<file path="src/rtl/dbgate_pkg.sv">
package dbgate_pkg;

    localparam int CMD_W = 8;

    typedef logic [CMD_W-1:0] cmd_t;

    localparam cmd_t CMD_BYPASS = 8'hFF;
    localparam cmd_t CMD_IDCODE = 8'h02;
    localparam cmd_t CMD_ENABLE = 8'h06;
    localparam cmd_t CMD_REG_LO = 8'h10;
    localparam cmd_t CMD_REG_HI = 8'h1F;
    localparam cmd_t CMD_STATUS = 8'h11;
    localparam cmd_t CMD_CTRL   = 8'h12;

    typedef enum logic [3:0] {
        TS_EXIT2_DR = 4'h0,
        TS_EXIT1_DR = 4'h1,
        TS_SHIFT_DR = 4'h2,
        TS_PAUSE_DR = 4'h3,
        TS_SEL_IR   = 4'h4,
        TS_UPD_DR   = 4'h5,
        TS_CAP_DR   = 4'h6,
        TS_SEL_DR   = 4'h7,
        TS_EXIT2_IR = 4'h8,
        TS_EXIT1_IR = 4'h9,
        TS_SHIFT_IR = 4'hA,
        TS_PAUSE_IR = 4'hB,
        TS_RTI      = 4'hC,
        TS_UPD_IR   = 4'hD,
        TS_CAP_IR   = 4'hE,
        TS_TLR      = 4'hF
    } tap_state_e;

    typedef struct packed {
        logic bypass;
        logic idcode;
        logic enable;
        logic regacc;
    } path_sel_t;

    function automatic logic en_window(tap_state_e s);
        return (s == TS_TLR) || (s == TS_RTI) || (s == TS_UPD_DR);
    endfunction

    function automatic logic always_allowed(cmd_t c);
        return (c == CMD_BYPASS) || (c == CMD_IDCODE) || (c == CMD_ENABLE);
    endfunction

    function automatic cmd_t gate_cmd(cmd_t c, logic en);
        return (en || always_allowed(c)) ? c : CMD_BYPASS;
    endfunction

    function automatic logic in_reg_range(cmd_t c);
        return (c >= CMD_REG_LO) && (c <= CMD_REG_HI);
    endfunction

endpackage

</file>
<file path="src/rtl/dbgate_en_sync.sv">
module dbgate_en_sync
    import dbgate_pkg::*;
(
    input  logic       clk,
    input  logic       rst,
    input  tap_state_e state,
    input  logic       en_raw,
    output logic       en_eff
);

    logic en_capt;

    always_ff @(posedge clk) begin
        if (rst) begin
            en_capt <= 1'b0;
        end else if (en_window(state)) begin
            en_capt <= en_raw;
        end
    end

    always_ff @(posedge clk) begin
        if (rst) begin
            en_eff <= 1'b0;
        end else begin
            en_eff <= en_capt;
        end
    end

endmodule

</file>
<file path="src/rtl/dbgate_cmd_reg.sv">
module dbgate_cmd_reg
    import dbgate_pkg::*;
(
    input  logic       clk,
    input  logic       rst,
    input  tap_state_e state,
    input  cmd_t       cmd_in,
    input  logic       en_eff,
    output cmd_t       cmd_q
);

    cmd_t cmd_d;

    always_comb begin
        cmd_d = cmd_q;
        if (state == TS_UPD_IR) begin
            cmd_d = gate_cmd(cmd_in, en_eff);
        end else if (!en_eff) begin
            cmd_d = gate_cmd(cmd_q, 1'b0);
        end
    end

    always_ff @(posedge clk) begin
        if (rst) begin
            cmd_q <= CMD_BYPASS;
        end else begin
            cmd_q <= cmd_d;
        end
    end

endmodule

</file>
<file path="src/rtl/dbgate_access_mask.sv">
module dbgate_access_mask
    import dbgate_pkg::*;
(
    input  cmd_t      cmd,
    input  logic      en_eff,
    input  logic      req_in,
    output path_sel_t path,
    output logic      status_rd,
    output logic      ctrl_wr,
    output logic      req_out
);

    always_comb begin
        path.idcode = (cmd == CMD_IDCODE);
        path.enable = (cmd == CMD_ENABLE);
        path.regacc = en_eff && in_reg_range(cmd);
        path.bypass = !(path.idcode || path.enable || path.regacc);
    end

    assign status_rd = path.regacc && (cmd == CMD_STATUS);
    assign ctrl_wr   = path.regacc && (cmd == CMD_CTRL);
    assign req_out   = en_eff && req_in;

endmodule

</file>
<file path="src/rtl/dbg_cmd_gate.sv">
module dbg_cmd_gate
    import dbgate_pkg::*;
(
    input  logic             clk,
    input  logic             rst,
    input  logic [3:0]       tap_state,
    input  logic [CMD_W-1:0] cmd_raw,
    input  logic             dbg_en_in,
    input  logic             dbg_req_in,
    output logic [CMD_W-1:0] eff_cmd,
    output logic             sel_bypass,
    output logic             sel_idcode,
    output logic             sel_enable,
    output logic             sel_regacc,
    output logic             status_rd,
    output logic             ctrl_wr,
    output logic             dbg_req_out,
    output logic             en_status
);

    tap_state_e state;
    logic       en_eff;
    cmd_t       cmd_q;
    path_sel_t  path;

    assign state = tap_state_e'(tap_state);

    dbgate_en_sync u_sync (
        .clk    (clk),
        .rst    (rst),
        .state  (state),
        .en_raw (dbg_en_in),
        .en_eff (en_eff)
    );

    dbgate_cmd_reg u_cmd (
        .clk    (clk),
        .rst    (rst),
        .state  (state),
        .cmd_in (cmd_raw),
        .en_eff (en_eff),
        .cmd_q  (cmd_q)
    );

    dbgate_access_mask u_mask (
        .cmd       (cmd_q),
        .en_eff    (en_eff),
        .req_in    (dbg_req_in),
        .path      (path),
        .status_rd (status_rd),
        .ctrl_wr   (ctrl_wr),
        .req_out   (dbg_req_out)
    );

    assign eff_cmd    = cmd_q;
    assign sel_bypass = path.bypass;
    assign sel_idcode = path.idcode;
    assign sel_enable = path.enable;
    assign sel_regacc = path.regacc;
    assign en_status  = en_eff;

endmodule

</file>
<file path="config.mk">
export PLATFORM = sky130hd
export DESIGN_NAME = dbg_cmd_gate
export DESIGN_NICKNAME = d
export VERILOG_FILES = /design/src/rtl/dbgate_pkg.sv /design/src/rtl/dbgate_en_sync.sv /design/src/rtl/dbgate_cmd_reg.sv /design/src/rtl/dbgate_access_mask.sv /design/src/rtl/dbg_cmd_gate.sv
export SDC_FILE = /design/constraint.sdc
export NUM_CORES = 1
export LEC_CHECK = 0
export ABC_AREA = 1
export BUFFER_PORTS_ARGS = -buffer_cell sky130_fd_sc_hd__clkbuf_2
export CAP_MARGIN = 10
export CORE_UTILIZATION = 45
export DETAILED_ROUTE_END_ITERATION = 10
export PLACE_DENSITY = 0.77
export SLEW_MARGIN = 20
export SYNTH_ARGS = -nofsm -noshare
export SYNTH_HDL_FRONTEND = slang
export SYNTH_SLANG_ARGS = --single-unit
export TNS_END_PERCENT = 5
</file>
<file path="constraint.sdc">
create_clock -name clk -period 1.35 [get_ports clk]
set_input_delay 0.135 -clock clk [delete_from_list [all_inputs] [get_ports clk]]
set_output_delay 0.135 -clock clk [all_outputs]
set_load 0.03 [all_outputs]
</file>
# Word-level counts from Yosys, hierarchy flattened

Cells that the tools add are included.

Reduce and logical (&&, ||, !) cells: 16
Magnitude comparators: 2
Multiplexer cells: 4
Equality and inequality tests: 14

Operators by type and width:

| cell                                                            | count |
|---|---|
| 2-to-1 mux 8 bit                                                | 4 |
| == test 8 x 2 -> 1 bit (second input constant)                  | 2 |
| == test 8 x 3 -> 1 bit (second input constant)                  | 2 |
| == test 8 x 5 -> 1 bit (second input constant)                  | 2 |
| == test 8 bit (second input constant)                           | 2 |
| == test 4 bit (second input constant)                           | 3 |
| logical OR 1 bit                                                | 9 |
| >= comparator 8 x 5 -> 1 bit (second input constant)            | 1 |
| less-or-equal comparator 8 x 5 -> 1 bit (second input constant) | 1 |
| logical AND 1 bit                                               | 5 |
| == test 4 x 3 -> 1 bit (second input constant)                  | 1 |
| inequality test 2 x 1 -> 1 bit (second input constant)          | 2 |
| AND reduction 2 bit                                             | 1 |
| logical NOT 1 bit                                               | 1 |

Input bits: 16
Output and inout bits: 16
Register bits: 10

# Logic depth before layout (Yosys ltp)

Gate-level depths: netlist (run 1).

Depth after elaboration: 6
Mapped depth: 9
Mapped depth without buffers: 9

# Modules after synthesis

From an unflattened synthesis (run 1), not the netlist that was laid out.

Cells, all modules: 130
Area, all modules: 763.2 sq um

Modules (own cells, without submodules):

| module             | instances | area an instance (sq um) | cells an instance |
|---|---|---|---|
| dbgate_cmd_reg     | 1         | 486.7                    | 82 |
| dbgate_access_mask | 1         | 162.7                    | 29 |
| dbgate_en_sync     | 1         | 113.9                    | 19 |

# Worst setup path after synthesis (run 1)

OpenSTA, ideal clock, no wires.

Kind: flip-flop to output port
From: reg u_cmd.cmd_q[6]
To: out sel_bypass
Stages on the path, launching flop included: 5
Required time: 1.215 ns
Buffers on the path: 0
Arrival: 1.593 ns
Path slack: -0.378 ns
Path through: dfxtp_1 nor2_2 nand3_1 inv_1 nor3_1

Word-level cells in the longest chain between the ends: 5

RTL lines:

| element                                                                                        | RTL line                 | text |
|---|---|---|
| from (decl)                                                                                    | dbgate_cmd_reg.sv:9      | `output cmd_t cmd_q` |
| from (signal assigned)                                                                         | dbgate_cmd_reg.sv:27     | `cmd_q <= cmd_d;` |
| >= comparator 8 x 5 -> 1 bit / less-or-equal comparator 8 x 5 -> 1 bit (equally long branches) | dbgate_pkg.sv:54         | `return (c >= CMD_REG_LO) && (c <= CMD_REG_HI);` |
| logical AND 1 bit (*)                                                                          | dbgate_pkg.sv:54         |  |
| logical AND 1 bit (*)                                                                          | dbgate_access_mask.sv:16 | `path.regacc = en_eff && in_reg_range(cmd);` |
| via sel_regacc                                                                                 | dbg_cmd_gate.sv:14       | `output logic sel_regacc,` |
| logical OR 1 bit (*)                                                                           | dbgate_access_mask.sv:17 | `path.bypass = !(path.idcode \|\| path.enable \|\| path.regacc);` |
| logical NOT 1 bit (*)                                                                          | dbgate_access_mask.sv:17 |  |
| to (decl)                                                                                      | dbg_cmd_gate.sv:11       | `output logic sel_bypass,` |

The timed path passes the listed nets; every way through them passes the cells marked *.

# Worst setup path in the final report (run 1)

From: reg u_cmd.cmd_q[6]
To: out sel_idcode

Word-level cells in the longest chain between the ends: 1

RTL lines:

| element                | RTL line                 | text |
|---|---|---|
| == test 8 x 2 -> 1 bit | dbgate_access_mask.sv:14 | `path.idcode = (cmd == CMD_IDCODE);` |
| to (decl)              | dbg_cmd_gate.sv:12       | `output logic sel_idcode,` |

Every way passes these cells.

==> flow_summary.json, run 1 <==
{
  "status": "complete, but fails checks",
  "failed_checks": "negative setup slack",
  "antenna-diode-count": 0,
  "grtUsageTotal": 0.187,
  "nFillCells": 142,
  "cp_slowest_stage_delay_ps": 360,
  "end_kind": "output port",
  "yosysTopAreaCell": "dfxtp_1",
  "synth_nets": 130,
  "seq_area_frac_synth": 0.279,
  "max_clock_freq_mhz": 737,
  "cp_data_arrival_time_ps": 1220,
  "synthToLayoutAreaGrowth_pct": 39.3,
  "crit_start": "u_cmd.cmd_q[6]",
  "viasPerCell": 4.95,
  "yosys_warnings": 0,
  "drt-total-wl_um": 1510,
  "start_util": 0.482,
  "ys.flop_type": "dfxtp_1",
  "p_sw_frac": 0.497,
  "drtIter0Drc": 27,
  "ys_types": 17,
  "gr-total-overflow": 0,
  "gr-max-usage-layer": "met2",
  "critPathBufInv": 1,
  "use_met2": 0.322,
  "fp.dieW_um": 41.9,
  "powerDensity_nw_per_um2": 1820,
  "htree_levels": 1,
  "crit_fanout": 4,
  "root_buffer": "clkbuf_4",
  "drc": 0,
  "post-synth-top-count-cell": "nand2_1",
  "power_frac_comb": 0.578,
  "power_switching_uw": 906,
  "holdWs_ps": 63.0,
  "ys_ff_latch": 10,
  "synth_edf_count": 0,
  "slew_violations": 0,
  "die_h_um": 41.9,
  "route.vias.total": 822,
  "clk_latency_ps": 260,
  "critPathLaunchType": "register",
  "tightest_slew_ps": 247,
  "tns_ps": -7.72,
  "finalCriticalPeriod_ps": 1360,
  "placedCellCount": 160,
  "synth_common_cells": "nand2_1 (30), nor2_1 (25), nand3_1 (19)",
  "relSlewSlack": 0.835,
  "place.detailed.hpwl_um": 1230,
  "netlist.area_leader.share": 0.279,
  "ios": 32,
  "postLayoutCellArea_um2": 998,
  "crit_top_cell": "nor2_4",
  "cts_num_sinks": 10,
  "drv_cap": 0,
  "die_area_um2": 1760,
  "coreArea_um2": 1490,
  "ir_worst_vdd_uv": 894,
  "path_clk_slew_ps": 60,
  "cts_buffers": 3,
  "clockBufferDepth": 2,
  "regArea_um2": 220,
  "seq_power_share": 0.309,
  "path_delay_family": "simple AND/OR/NAND/NOR gates",
  "async_flop_share": 0,
  "place_area_um2": 916,
  "grt_pass1_vias": 690,
  "p_int_uw": 915,
  "critical_path_class": "reg2out",
  "crit_chain": "nor2_4, nand2_4, nor2_4, clkbuf_4",
  "timing.rr.start": "u_cmd.cmd_q[6]",
  "nets": 167,
  "rsz0062_at_grt": "yes",
  "ctsHoldBuffers": 0,
  "hold_class": "in2reg",
  "r2r_setup_slack_ps": 10,
  "firstDrtPassIters": 4,
  "syn_avg_cell_area_um2": 6.29,
  "ys_top_cells_by_area": "dfxtp_1 (28%), nand2_1 (16%), nand3_1 (13%)",
  "multi_input_area_um2": 498,
  "finClkSkew_ps": 6.13,
  "grt_pass1_wl_um": 2630,
  "rows": 14,
  "hold_viol": 0,
  "syn_inst": 114,
  "setup_viol_count_final": 1,
  "reg2reg_to": "u_cmd.cmd_q[4]",
  "antenna_found_initial": 0,
  "ant_nets": 0,
  "r2r_cells": 9,
  "endpoint": "sel_idcode",
  "timing.final.crit_share": 1.01,
  "p_leak_nw": 0.537,
  "gp_congestion": 0.842,
  "cp_slowest_cell": "dfxtp_4",
  "final-instance-count-excl-fill": 166,
  "drive_gt1_frac": 0.433,
  "clock_power_share": 0.114,
  "grt_start_max_net_pins": 17,
  "grt.met1_usage": 0.232,
  "pre_cts_slack_ps": 92.5,
  "io_buffers": 31,
  "netlist_area_um2": 717,
  "required_ps": 1220,
  "cts_tree": "built",
  "setup_ws_ps": -7.72,
  "path_depth": 4,
  "use_met3": 0.0130,
  "drt-wirelength-per-cell_um": 9.10,
  "min_path_cells": 2
}
==> how the worst min path moves through the flow <==
stage / endpoint / startpoint / slack [ps]
4_1_cts: u_sync.en_eff / rst / 50
2_1_floorplan: u_sync.en_eff / rst / 210
3_3_place_gp: u_sync.en_eff / rst / 330
3_5_place_dp: u_sync.en_eff / rst / 330
6_report: u_sync.en_eff / rst / 60
5_1_grt: u_sync.en_eff / rst / 60
==> cell usage in the layout, fill, tap and decap left out, types with 2 or more instances in the layout <==
cell,n
nand3_1,18
nor2_2,2
clkbuf_4,5
dfxtp_1,2
inv_2,4
inv_1,7
clkbuf_2,26
o21ai_1,2
nor2_4,5
nand2_1,30
nor2_1,23
nand2_2,2
dfxtp_2,4
nand2_8,2
dfxtp_4,4
buf_4,3
==> per-stage QoR <==
stage | power [mW] | util
after floorplan | 1.37 | -
after global placement | 1.59 | 0.615
after detailed placement | 1.59 | 0.615
after CTS | 1.83 | 0.661
after global routing | 1.97 | 0.671
final | 1.82 | 0.671
==> what timing repair did <==
item | CTS | global route
resized for setup | 8 | 7
setup endpoints to repair | 4 | 14
setup buffers | 2 | 0
pin swaps | 3 | 1
==> registers in the layout (all words and copies together), names as in the netlist <==
register	cells
u_sync.en_capt	1
u_cmd.cmd_q	8
u_sync.en_eff	1
==> power by group through the flow <==
stage               clock network [mW]  registers [mW]  logic (mW)
global route                     0.229           0.582        1.16
floorplan                            0           0.706       0.661
CTS                              0.215           0.556        1.06
global placement                     0           0.544        1.04
finish                           0.207           0.563        1.05
detailed placement                   0           0.547        1.05
==> cell families (layout without fill, tap and decap cells) <==
group / Yosys count / after routing / share of synthesized area
simple gates: 88 / 88 / 0.625
buf+inv: 13 / 49 / 0.0698
flops: 10 / 10 / 0.279
compound gates: 3 / 3 / 0.0262
==> final cells by class <==
| class | count | share of cell area |
|---|---|---|
| clock buffers | 4 | 0.0263 |
| inverters | 12 | 0.0476 |
| multi-input cells | 91 | 0.499 |
| flip-flops and latches | 10 | 0.221 |
| well taps | 16 | 0.0201 |
| repair buffers | 33 | 0.187 |
==> routing by layer <==
layer | vias up | share of wire
met5 | - | 0
met4 | 0 | 0.021
met3 | 4 | 0.063
met2 | 35 | 0.49
met1 | 349 | 0.42
li1 | 434 | -
No activity file was read; power rests on OpenSTA's default activity.
==> inputs of run 2 (changes only) <==
--- a/config.mk
+++ b/config.mk
@@ -6,13 +6,14 @@
 export NUM_CORES = 1
 export LEC_CHECK = 0
 export ABC_AREA = 1
-export BUFFER_PORTS_ARGS = -buffer_cell sky130_fd_sc_hd__clkbuf_2
 export CAP_MARGIN = 10
-export CORE_UTILIZATION = 45
+export CORE_UTILIZATION = 55
 export DETAILED_ROUTE_END_ITERATION = 10
-export PLACE_DENSITY = 0.77
+export DONT_BUFFER_PORTS = 1
+export PLACE_DENSITY = 0.7
 export SLEW_MARGIN = 20
 export SYNTH_ARGS = -nofsm -noshare
 export SYNTH_HDL_FRONTEND = slang
+export SYNTH_HIERARCHICAL = 1
 export SYNTH_SLANG_ARGS = --single-unit
 export TNS_END_PERCENT = 5
==> run 2 against run 1 <==
Net effect:
- the flow now finishes without violations
- setup slack improved by 19 ps
- core utilization rose by 7.2 points
- total power fell by 4.8%
- via count fell by 3.9%
- die area fell by 12%
- first-iteration DRC count fell by 59%
- register-to-register slack improved by 170 ps
- clock skew fell by 3.0 ps
- clock-buffer cell count did not move
- final cell count fell by 1.8%
- critical path depth rose by 1
- area after synthesis rose by 6.5%
==> flow_summary.json, run 2 <==
{
  "critPathLaunchType": "register",
  "rsz0062_at_grt": "yes",
  "die_area_um2": 1540,
  "coreArea_um2": 1300,
  "layout_commonest_cell": "nand2_1",
  "multi_input_area_um2": 489,
  "largest_reg_flops": 8,
  "gr-max-usage-layer": "met2",
  "hold_class": "in2reg",
  "use_met3": 0.0682,
  "finClkSkew_ps": 3.08,
  "timing.final.crit_share": 0.992,
  "syn_inst": 130,
  "cp_data_arrival_time_ps": 1200,
  "cts_setup_buffers": 0,
  "async_flop_share": 0,
  "grt_pass1_wl_um": 2480,
  "regArea_um2": 216,
  "cts_num_sinks": 10,
  "ys_top_cells_by_area": "dfxtp_1 (26%), nand2_1 (21%), nor2_1 (10%)",
  "gr-total-overflow": 0,
  "synthToLayoutAreaGrowth_pct": 26.6,
  "netlist.area_leader.share": 0.262,
  "drtIter0Drc": 11,
  "viasPerCell": 4.85,
  "htree_levels": 1,
  "path_clk_slew_ps": 70,
  "nFillCells": 109,
  "end_kind": "output port",
  "required_ps": 1220,
  "tightest_slew_ps": 259,
  "drt-wirelength-per-cell_um": 9.83,
  "route.vias.total": 790,
  "drv_cap": 0,
  "grtUsageTotal": 0.235,
  "critical_path_class": "reg2out",
  "place.detailed.hpwl_um": 1210,
  "ant_nets": 0,
  "crit_fanout": 6,
  "p_leak_nw": 0.532,
  "ys.flop_type": "dfxtp_1",
  "postLayoutCellArea_um2": 966,
  "drive_gt1_frac": 0.378,
  "synth_edf_count": 0,
  "use_met2": 0.408,
  "cts_tree": "built",
  "status": "finished clean",
  "drc": 0,
  "clk_latency_ps": 260,
  "ys_types": 18,
  "largest_register": "u_cmd/cmd_q",
  "antenna-diode-count": 0,
  "max_clock_freq_mhz": 747,
  "cts_buffers": 3,
  "setup_ws_ps": 10.9,
  "rows": 13,
  "syn_avg_cell_area_um2": 5.87,
  "antenna_found_initial": 0,
  "grt_pass1_vias": 631,
  "ys_ff_latch": 10,
  "yosysTopAreaCell": "dfxtp_1",
  "ios": 32,
  "crit_top_cell": "nor2_4",
  "cp_slowest_cell": "dfxtp_2",
  "pre_cts_slack_ps": 111,
  "grt_start_max_net_pins": 10,
  "synth_nets": 146,
  "slew_violations": 0,
  "io_buffers": 0,
  "post-synth-top-count-cell": "nand2_1",
  "top_regs": "u_cmd/cmd_q x8, u_sync/en_capt x1, u_sync/en_eff x1",
  "ir_worst_vdd_uv": 1140,
  "place_area_um2": 882,
  "crit_chain": "nor2_4, nand3_2, nor2_4, nor2_2, buf_4",
  "drt-total-wl_um": 1600,
  "final_cell_mix": "nand2_1 (41), nor2_1 (19), inv_1 (15)",
  "nets": 165,
  "grt.met1_usage": 0.284,
  "gp_congestion": 0.733,
  "root_buffer": "clkbuf_4",
  "seq_area_frac_synth": 0.262,
  "yosys_warnings": 6,
  "netlist_area_um2": 763,
  "synth_common_cells": "nand2_1 (42), nor2_1 (21), inv_1 (17)",
  "powerDensity_nw_per_um2": 1800,
  "tns_ps": 0,
  "clockBufferDepth": 2,
  "die_h_um": 39.3,
  "hold_viol": 0,
  "cp_slowest_stage_delay_ps": 360,
  "finalCriticalPeriod_ps": 1340,
  "fp.dieW_um": 39.3,
  "relSlewSlack": 0.827,
  "firstDrtPassIters": 6,
  "setup_viol_count_final": 0,
  "start_util": 0.587
}
[run 2: cell count changes after synthesis, moves of 4 or more]
cell / delta
nand2_1: +12
inv_1: +8
nand3_1: -8
nand2_2: +5
nor2_1: -4
[run 2: path summary, 6_finish.rpt]
path / slack [ps] / startpoint / endpoint / cells past startpoint
setup / recovery: 10 / u_cmd/cmd_q[6] / sel_bypass / 5
hold / removal: 2 / cmd_raw[1] / u_cmd/cmd_q[1] / 2
setup reg to reg: 180 / u_cmd/cmd_q[7] / u_cmd/cmd_q[6] / 9
hold reg to reg: 430 / u_sync/en_capt / u_sync/en_eff / 2
[run 2: kinds of logic after synthesis]
| family | synth area share |
|---|---|
| flops | 0.262 |
| simple gates | 0.589 |
| buf+inv | 0.118 |
| compound gates | 0.0180 |
| mux | 0.0131 |
[run 2: where the power goes]
part           switching, mW  total [mW]  internal, mW
combinational          0.616       0.926         0.310
sequential             0.137       0.540         0.403
clock                  0.106       0.269         0.164
total                  0.859        1.74         0.876
[run 2: metrics by stage]
stage	instances	utilization	total power [mW]	hold WS (ps)
finish	163	0.742	1.74	1.83
global route	163	0.742	1.92	5.98
floorplan	130	-	1.18	206
CTS	163	0.722	1.71	1.63
global placement	158	0.678	1.39	207
detailed placement	158	0.678	1.41	209
[run 2: final cells by class]
| type | instances | share of cell area |
|---|---|---|
| Multi-Input combinational cell | 97 | 0.506 |
| Sequential cell | 10 | 0.224 |
| Timing Repair Buffer | 15 | 0.127 |
| Inverter | 22 | 0.0855 |
| Clock buffer | 4 | 0.0376 |
| Tap cell | 15 | 0.0194 |
[run 2: layer usage]
metal	wire, um	vias up	part of all wire
met5	0	-	0
met4	0	0	0
met3	78	0	0.049
met2	794	19	0.50
met1	729	338	0.45
li1	-	433	-
[run 2: critical path: cells and delay by family, from the launching register on]
kind                   cells  cell delay [ps]
buffers and inverters      1              160
and+or+nand+nor            4              430
DFF                        1              360
[run 2: timing repair]
item,4_1_cts,5_1_grt
hold buffers,1,0
pin swaps,0,1
endpoints found under the setup margin,3,5
endpoints found under the hold margin,1,0
resized for setup,9,9
==> inputs of run 3 (changes only) <==
--- a/config.mk
+++ b/config.mk
@@ -8,6 +8,7 @@
 export ABC_AREA = 1
 export CAP_MARGIN = 10
 export CORE_UTILIZATION = 55
+export CTS_BUF_LIST = sky130_fd_sc_hd__clkbuf_8
 export DETAILED_ROUTE_END_ITERATION = 10
 export DONT_BUFFER_PORTS = 1
 export PLACE_DENSITY = 0.7
==> run 3 against run 2 <==
Net effect:
- clock skew barely moved
- combinational power barely moved
- fmax rose by 2.5%
- non-clock buffer count did not move
- die area did not move
- design area rose by 1.0%
- flip-flop and latch count did not move
- critical endpoint unchanged
==> flow_summary.json, run 3 (synthesis results as in run 2) <==
{
  "firstDrtPassIters": 4,
  "p_leak_nw": 0.540,
  "finalCriticalPeriod_ps": 1310,
  "largest_register": "u_cmd/cmd_q",
  "drtIter0Drc": 14,
  "place_area_um2": 882,
  "hold_class": "in2reg",
  "layout_commonest_cell": "nand2_1",
  "finClkSkew_ps": 2.95,
  "postLayoutCellArea_um2": 976,
  "powerDensity_nw_per_um2": 1880,
  "holdWs_ps": 37.1,
  "top_regs": "u_cmd/cmd_q x8, u_sync/en_capt x1, u_sync/en_eff x1",
  "clockBufferDepth": 2,
  "antenna_found_initial": 0,
  "route.vias.total": 780,
  "start_util": 0.587,
  "rows": 13,
  "r2r_setup_slack_ps": 180,
  "status": "finished clean",
  "whs_endpoint": "u_cmd/cmd_q[1]",
  "critPathLaunchType": "register",
  "die_h_um": 39.3,
  "critical_path_class": "reg2out",
  "antenna-diode-count": 0,
  "clk_latency_ps": 230,
  "grt_pass1_wl_um": 2430,
  "max_clock_freq_mhz": 765,
  "place.detailed.hpwl_um": 1210,
  "cts_buffers": 3,
  "min_path_cells": 2,
  "drv_cap": 0,
  "relSlewSlack": 0.826,
  "nets": 165,
  "synthToLayoutAreaGrowth_pct": 27.9,
  "hp-start": "cmd_raw[1]",
  "hold_viol": 0,
  "grt_start_max_net_pins": 10,
  "io_buffers": 0,
  "ant_nets": 0,
  "r2r_cells": 9,
  "grt_pass1_vias": 613,
  "largest_reg_flops": 8,
  "end_kind": "output port",
  "ios": 32,
  "reg2reg_to": "u_cmd/cmd_q[0]",
  "gr-total-overflow": 0,
  "timing.rr.start": "u_cmd/cmd_q[7]",
  "drive_gt1_frac": 0.365,
  "slew_violations": 0,
  "fp.dieW_um": 39.3,
  "drt-total-wl_um": 1570,
  "rsz0062_at_grt": "yes",
  "path_clk_slew_ps": 50,
  "timing.final.crit_share": 0.968,
  "drt-wirelength-per-cell_um": 9.63,
  "finish.utilization": 0.750,
  "htree_levels": 1,
  "die_area_um2": 1540,
  "final_cell_mix": "nand2_1 (41), nor2_1 (20), inv_1 (16)",
  "required_ps": 1220,
  "cp_data_arrival_time_ps": 1170,
  "coreArea_um2": 1300,
  "drc": 0,
  "viasPerCell": 4.79,
  "root_buffer": "clkbuf_8",
  "crit_fanout": 6,
  "setup_viol_count_final": 0,
  "tightest_slew_ps": 260,
  "total_power_mw": 1.84,
  "cts_tree": "built",
  "ir_worst_vdd_uv": 1320,
  "gp_congestion": 0.733,
  "cts_num_sinks": 10,
  "grtUsageTotal": 0.228
}
## run 3: critical path, stage by stage, from the launching register on
cell	delay, ps
dfxtp_4	360
inv_1	90
nand2_1	70
nor2_2	100
nand2_2	60
nand2_1	70
nor2_2	30
buf_4	160
## run 3: metrics by stage
step | cells | setup TNS [ps] | worst slack [ps]
after floorplan | 130 | -35.5 | -23.1
after global placement | 158 | 0 | 135
after detailed placement | 158 | 0 | 111
after CTS | 163 | 0 | 11.4
after global routing | 163 | -55.0 | -24.2
final | 163 | 0 | 43.3
## run 3: power by group
group | internal, mW | switching, mW | total, mW
logic | 0.309 | 0.615 | 0.924
clock network | 0.256 | 0.114 | 0.370
registers | 0.406 | 0.135 | 0.541
total | 0.971 | 0.864 | 1.84
## run 3: worst max-delay path by stage
stage	slack, ps	end	startpoint	depth (start not counted)
3_3_place_gp	140	u_cmd/cmd_q[6]	u_cmd/cmd_q[6]	9
3_5_place_dp	110	u_cmd/cmd_q[5]	u_cmd/cmd_q[6]	9
4_1_cts	10	ctrl_wr	u_cmd/cmd_q[6]	4
6_report	40	sel_bypass	u_cmd/cmd_q[4]	7
2_1_floorplan	-20	ctrl_wr	u_sync/en_eff	2
5_1_grt	-20	sel_bypass	u_cmd/cmd_q[4]	7
## run 3: timing repair
action | 4_1_cts | 5_1_grt
endpoints found under the setup margin | 3 | 10
endpoints found under the hold margin | 1 | 0
hold buffers | 1 | 0
cloned | 0 | 0
pin swaps | 0 | 1
setup buffers | 0 | 0
gates resized for setup | 5 | 9
## run 3: routing by layer
layer / global-route usage / up-vias / wire (um)
met1: 0.280 / 330 / 729
met2: 0.400 / 20 / 762
met3: 0.0511 / 0 / 78
li1: - / 430 / -
met4: 0.0517 / 0 / 0
met5: 0 / - / 0
## run 3: layout make-up
| type | count | area [um2] |
|---|---|---|
| Multi-Input combinational cell | 97 | 487 |
| Fill cell | 110 | 325 |
| Sequential cell | 10 | 214 |
| Timing Repair Buffer | 15 | 119 |
| Inverter | 22 | 82.6 |
| Clock buffer | 4 | 55.1 |
| Tap cell | 15 | 18.8 |
